$ cat config.mk
export PLATFORM = sky130hd
export DESIGN_NAME = conc_refresh_sched
export DESIGN_NICKNAME = d
export VERILOG_FILES = /design/src/rtl/conc_refresh_sched.sv
export SDC_FILE = /design/constraint.sdc
export NUM_CORES = 1
export LEC_CHECK = 0
export ABC_AREA = 1
export BUFFER_PORTS_ARGS = -buffer_cell sky130_fd_sc_hd__buf_4
export CORE_MARGIN = 1.5
export CORE_UTILIZATION = 54
export CTS_BUF_LIST = sky130_fd_sc_hd__clkbuf_8
export CTS_CLUSTER_DIAMETER = 50
export DETAILED_ROUTE_END_ITERATION = 7
export PLACE_DENSITY = 0.79
export SLEW_MARGIN = 5
export SYNTH_ARGS = -nofsm -noshare
export SYNTH_HDL_FRONTEND = slang
export SYNTH_SLANG_ARGS = --single-unit
$ cat constraint.sdc
create_clock -name clk -period 1.6 [get_ports clk]
set_input_delay 0.32 -clock clk [delete_from_list [all_inputs] [get_ports clk]]
set_output_delay 0.32 -clock clk [all_outputs]
set_load 0.01 [all_outputs]
$ cat src/rtl/conc_refresh_sched.sv
module conc_refresh_sched #(
  parameter int NB = 16
) (
  input  logic          clk,
  input  logic          rst_n,
  input  logic          ref_req,
  input  logic [NB-1:0] acc_sel,
  output logic [NB-1:0] ref_sel,
  output logic [NB-1:0] up_ptr,
  output logic [NB-1:0] dn_ptr,
  output logic          round_done
);

  localparam logic [NB-1:0] UP_INIT = NB'(1);
  localparam logic [NB-1:0] DN_INIT = UP_INIT << (NB - 1);

  function automatic logic [NB-1:0] rot_up(input logic [NB-1:0] v);
    return {v[NB-2:0], v[NB-1]};
  endfunction

  function automatic logic [NB-1:0] rot_dn(input logic [NB-1:0] v);
    return {v[0], v[NB-1:1]};
  endfunction

  logic [NB-1:0] cand, done_q, done_nx;
  logic          up_go, dn_go, all_done;

  assign cand     = up_ptr | dn_ptr;
  assign ref_sel  = ref_req ? (cand & ~acc_sel) : '0;
  assign up_go    = |(ref_sel & up_ptr);
  assign dn_go    = |(ref_sel & dn_ptr);
  assign done_nx  = done_q | ref_sel;
  assign all_done = &done_nx;

  always_ff @(posedge clk or negedge rst_n) begin
    if (!rst_n) begin
      up_ptr     <= UP_INIT;
      dn_ptr     <= DN_INIT;
      done_q     <= '0;
      round_done <= 1'b0;
    end else begin
      if (up_go) up_ptr <= rot_up(up_ptr);
      if (dn_go) dn_ptr <= rot_dn(dn_ptr);
      done_q     <= all_done ? '0 : done_nx;
      round_done <= all_done;
    end
  end

  AST_UP_ONEHOT: assert property (@(posedge clk) disable iff (!rst_n)
    $countones(up_ptr) == 1 && $countones(dn_ptr) == 1);
  AST_IDLE_HOLD: assert property (@(posedge clk) disable iff (!rst_n)
    !ref_req |=> $stable(up_ptr) && $stable(dn_ptr));
  AST_UP_STEP: assert property (@(posedge clk) disable iff (!rst_n)
    (ref_req && !(|(up_ptr & acc_sel))) |=> up_ptr == rot_up($past(up_ptr)));
  AST_DN_BLOCK: assert property (@(posedge clk) disable iff (!rst_n)
    (ref_req && |(dn_ptr & acc_sel)) |=> $stable(dn_ptr));
  AST_SINGLE_HIT: assert property (@(posedge clk) disable iff (!rst_n)
    (ref_req && up_ptr == dn_ptr && !(|(up_ptr & acc_sel))) |-> $countones(ref_sel) == 1);
  AST_DONE_PULSE: assert property (@(posedge clk) disable iff (!rst_n)
    round_done |=> !round_done);

endmodule

# Word-level counts from Yosys, hierarchy flattened
# Cells that the tools add are included.
dict set report totals {
  ff_bits 49
  input_bits 19
  output_inout_bits 49
  elab_cells 15
}
dict set report classes {
  n_mux 2
  n_bitwise 6
  n_reduce_logical 3
}
# operator n
set ops {}
lappend ops {{$and 16x16->16} 3}
lappend ops {{$mux 16} 2}
lappend ops {{$or 16x16->16} 2}
lappend ops {{$reduce_or 16->1} 2}
lappend ops {{$not 16->16} 1}
lappend ops {{$reduce_and 16->1} 1}

# Longest topological paths before layout
dict set report depth {
  ltp_word 6
  mapped_depth 10
  depth_no_buf 9
}

# Least setup slack after synthesis
# Ideal clock, no wire load.
dict set report synth_path {
  kind {register to register}
  start {register dn_ptr[15]}
  end {register done_q[10]}
  setup_ns 0.115
  t_arrival_ns 1.352
  required_time_ns 1.485
  slack_ns 0.134
  path_stages_with_launch 9
  n_path_buf 1
  period_less_slack_ns 1.466
  path_cell_list {dfstp_2 -> nor2_1 -> o21bai_1 -> nand2_1 -> nor2_1 -> nand2_1 -> nor2_4 -> buf_6 -> nor2_1}
}
dict set report synth_between {
  elab_chain_len 6
}
# element line
set synth_lines {}
lappend synth_lines {{start, declared} 10} ;# output logic [NB-1:0] dn_ptr,
lappend synth_lines {{start signal, assigned} 43} ;# if (dn_go) dn_ptr <= rot_dn(dn_ptr);
lappend synth_lines {{$or 16x16->16} 28} ;# assign cand = up_ptr | dn_ptr;
lappend synth_lines {{$and 16x16->16} 29} ;# assign ref_sel = ref_req ? (cand & ~acc_sel) : '0;
lappend synth_lines {{$mux 16} 29}
lappend synth_lines {{$or 16x16->16} 32} ;# assign done_nx = done_q | ref_sel;
lappend synth_lines {{$reduce_and 16->1} 33} ;# assign all_done = &done_nx;
lappend synth_lines {{via all_done} 26} ;# logic up_go, dn_go, all_done;
lappend synth_lines {{$mux 16} 44} ;# done_q <= all_done ? '0 : done_nx;
lappend synth_lines {{end signal, assigned} 44}
lappend synth_lines {{end, declared} 25} ;# logic [NB-1:0] cand, done_q, done_nx;
# The timed path passes the listed nets, and every way through them passes these cells.
# A chain may end at the register's enable or synchronous reset.

# Final worst setup path
dict set report layout_path {
  start {register dn_ptr[15]}
  end {register done_q[6]}
}
dict set report layout_between {
  elab_chain_len 6
}
# element line
set layout_lines {}
lappend layout_lines {{$or 16x16->16} 28}
lappend layout_lines {{$and 16x16->16} 29}
lappend layout_lines {{$mux 16} 29}
lappend layout_lines {{$or 16x16->16} 32}
lappend layout_lines {{$reduce_and 16->1} 33}
lappend layout_lines {{$mux 16} 44}
# No other way between the ends.

==> results.py <==
metrics = {
    "timing": {
        "fin_crit_sh_pct": 96.1,
        "setup_viol_count_final": 0,
        "finalHoldViolations": 0,
        "worst_pin_slew_ps": 602,
        "normalized_max_slew_margin_pct": 59.9,
        "final_slew_viol_count": 0,
        "final.setup_skew_ps": 5.44,
        "worst_slack_ps": 62.7,
        "finalSetupTns_ps": 0,
        "rsz0062_at_grt": "true",
        "clock.fmax_mhz": 651,
        "min_period_ps": 1540,
    },
    "layout": {
        "areaGrowthSynthToFinish_pct": 31.3,
        "stdcell_area_sq_um": 3320,
        "final_layout_size_suffix_gt1_share_pct": 24.4,
        "final_core_utilization_pct": 75.2,
        "n_antenna_cell": 0,
        "final_non_filler_cells": 486,
        "fillerInstances": 342,
        "layout.nets": 452,
    },
    "grt": {
        "first_global_vias": 2334,
        "first_pass_grt_wire_length_microns": 11100,
        "grt_start_max_net_pins": 50,
        "antenna_found_initial": 0,
        "grt_use_total_pct": 27.9,
        "global_route_overflow": 0,
    },
    "setup_path": {
        "worst_setup_path_start_kind": "register",
        "worstSetupStartpoint": "dn_ptr[15]$_DFFE_PN1P_",
        "r2r_start": "dn_ptr[15]$_DFFE_PN1P_",
        "rrSetupSlack_ps": 60,
        "cp_data_arrival_time_ps": 1730,
        "type_of_element_capturing_the_critical_path": "register",
        "critPathMaxFanout": 5,
        "capture_instance_of_the_worst_register_to_register_path": "done_q[6]$_DFF_PN0_",
        "critical_path_class": "register to register",
        "reg2reg_depth": 8,
        "critPathRequiredTime_ps": 1790,
    },
    "drt": {
        "route.detailed.wl_per_inst_microns": 13.7,
        "route.antenna.remaining_nets": 0,
        "avgViaCountPerCell": 5.07,
        "first_iter_violations": 189,
        "detail_route.first_pass.iterations": 5,
        "route.detailed.drc": 0,
        "routed-via-count": 2464,
        "detail_route.wirelength_microns": 6660,
    },
    "die": {
        "die-area_sq_um": 5100,
        "placement_rows": 24,
        "coreArea_sq_um": 4410,
        "die_w_microns": 71.4,
        "starting_density_of_the_core_pct": 57.3,
        "die_span_in_y_microns": 71.4,
        "i_o_pin_count": 68,
    },
    "placed_design": {
        "placedCellCount": 477,
        "pre_cts_setup_slack_ps": -27.4,
        "place.detailed.hpwl_microns": 5070,
        "place.gp.congestion": 0.889,
        "placement.io_buffers": 67,
        "total_cell_area_at_the_placement_stage_sq_um": 3170,
    },
    "yosys": {
        "synth.top_cells.by_area": "sky130_fd_sc_hd__dfrtp_1 (47%), sky130_fd_sc_hd__nand2_1 (18%), sky130_fd_sc_hd__nor2_1 (8.3%)",
        "yosysWarningCount": 0,
        "syn-instance-count": 354,
        "synth_seq_area_share_pct": 48.6,
        "postSynthAreaPerCell_sq_um": 7.14,
        "yosysUniqueCellTypes": 15,
        "synth.largest_area_cell": "sky130_fd_sc_hd__dfrtp_1",
        "syn-num-nets": 373,
        "ys_seq_elements": 49,
        "synth_top_cell_area_share_pct": 46.5,
        "synthesis.area_sq_um": 2530,
    },
    "clock_tree": {
        "clock_root_cell": "sky130_fd_sc_hd__clkbuf_8",
        "cts.sink_count": 49,
        "worstSkewPairLatency_ps": 300,
        "ctsHtreeMaxLevel": 2,
        "cts_max_path_buffers": 2,
        "clk_transition_reported_paths_ps": 90,
        "numCtsBuffers": 5,
        "cts_tree": "built",
    },
    "power_and_ir_drop": {
        "cellPowerDensity_nw_per_um2": 694,
        "leakagePower_nw": 1.98,
        "vdd_ir_drop_max_uv": 383,
    },
    "min_path": {
        "min-delay-path-class": "input pin to asynchronous set/reset pin",
    },
    "flow_run": {
        "cap_violations": 0,
    },
    "outcome": {
        "outcome": "finished clean",
    },
}
[layout make-up]
type / instances / area (sq um) / share of cell area, %
Timing Repair Buffer: 84 / 659 / 19.9
Inverter: 52 / 195 / 5.88
Sequential cell: 49 / 1230 / 37.0
Clock buffer: 6 / 82.6 / 2.49
Tap cell: 52 / 65.1 / 1.96
Multi-Input combinational cell: 241 / 1050 / 31.7
Clock inverter: 2 / 33.8 / 1.02
[cell families after synthesis]
logic type | synth area share [%]
AO/OA/AOI/OAI | 9.60
buffers and inverters | 10.6
flip-flops | 48.6
AND/OR/NAND/NOR | 31.1
[through the flow]
stage,hold slack (ps),total power [mW]
6_report,20.5,2.30
5_1_grt,69.3,2.38
3_5_place_dp,371,1.43
3_3_place_gp,370,1.42
2_1_floorplan,24.4,1.34
4_1_cts,40.6,2.32
[timing repair]
| action | CTS | global route |
|---|---|---|
| resized for setup | 0 | 9 |
| buffers inserted | 0 | 1 |
| hold buffers | 0 | 0 |
| setup endpoints to repair | 0 | 16 |
| hold endpoints to repair | 0 | 0 |
[cells in the final DEF (no fill, tap or decap)]
cell type,instances
sky130_fd_sc_hd__nand2_1,116
sky130_fd_sc_hd__buf_4,81
sky130_fd_sc_hd__nor2_1,52
sky130_fd_sc_hd__inv_1,52
sky130_fd_sc_hd__dfrtp_1,47
sky130_fd_sc_hd__o21ai_0,32
sky130_fd_sc_hd__nand3_1,22
sky130_fd_sc_hd__o21bai_1,7
sky130_fd_sc_hd__clkbuf_8,6
sky130_fd_sc_hd__nand2_2,4
sky130_fd_sc_hd__nor2_2,3
sky130_fd_sc_hd__o21bai_2,3
sky130_fd_sc_hd__nor2_4,2
sky130_fd_sc_hd__dfstp_2,2
sky130_fd_sc_hd__buf_12,2
sky130_fd_sc_hd__inv_2,1
sky130_fd_sc_hd__bufinv_16,1
sky130_fd_sc_hd__buf_6,1
[worst max path at each step]
stage,to,cells after the start,slack [ps]
floorplan,done_q[10]$_DFF_PN0_,8,130
global placement,done_q[12]$_DFF_PN0_,11,-30
detailed placement,done_q[8]$_DFF_PN0_,11,-30
CTS,done_q[8]$_DFF_PN0_,8,40
global route,done_q[14]$_DFF_PN0_,8,-60
finish,done_q[6]$_DFF_PN0_,8,60
[Yosys cell counts]
cell / count
sky130_fd_sc_hd__clkbuf_1: 4
sky130_fd_sc_hd__o21ai_0: 32
sky130_fd_sc_hd__dfstp_2: 2
sky130_fd_sc_hd__nor2_1: 56
sky130_fd_sc_hd__buf_2: 5
sky130_fd_sc_hd__o21bai_2: 2
sky130_fd_sc_hd__o21bai_1: 8
sky130_fd_sc_hd__buf_6: 3
sky130_fd_sc_hd__inv_1: 51
sky130_fd_sc_hd__nand2_1: 118
sky130_fd_sc_hd__nand3_1: 22
sky130_fd_sc_hd__nand2_2: 2
sky130_fd_sc_hd__inv_2: 1
sky130_fd_sc_hd__dfrtp_1: 47
sky130_fd_sc_hd__nor2_4: 1
[worst max-delay path, stage by stage, from the launching register on]
cell                       delay [ps]
sky130_fd_sc_hd__dfstp_2          580
sky130_fd_sc_hd__nor2_2            60
sky130_fd_sc_hd__o21bai_1         180
sky130_fd_sc_hd__nand2_1           80
sky130_fd_sc_hd__nor2_1           110
sky130_fd_sc_hd__nand2_1          100
sky130_fd_sc_hd__nor2_4           120
sky130_fd_sc_hd__buf_4            150
sky130_fd_sc_hd__nor2_1            60
[per-layer routing]
| metal | global-route usage (%) | vias up | share of wire (%) |
|---|---|---|---|
| li1 | - | 1234 | - |
| met1 | 36.7 | 1118 | 42 |
| met2 | 47.0 | 93 | 49 |
| met3 | 5.49 | 19 | 6.7 |
| met4 | 8.60 | 0 | 2.3 |
| met5 | 0 | - | 0 |
[sequential cells by signal, indices dropped and copies added (netlist names)]
name        count
dn_ptr         16
done_q         16
round_done      1
up_ptr         16
[power breakdown]
group          internal, mW  switching (mW)
Clock                 0.503           0.397
Combinational        0.0619          0.0889
Sequential             1.25         0.00323
Note: power is estimated with default switching activity, not from simulation.
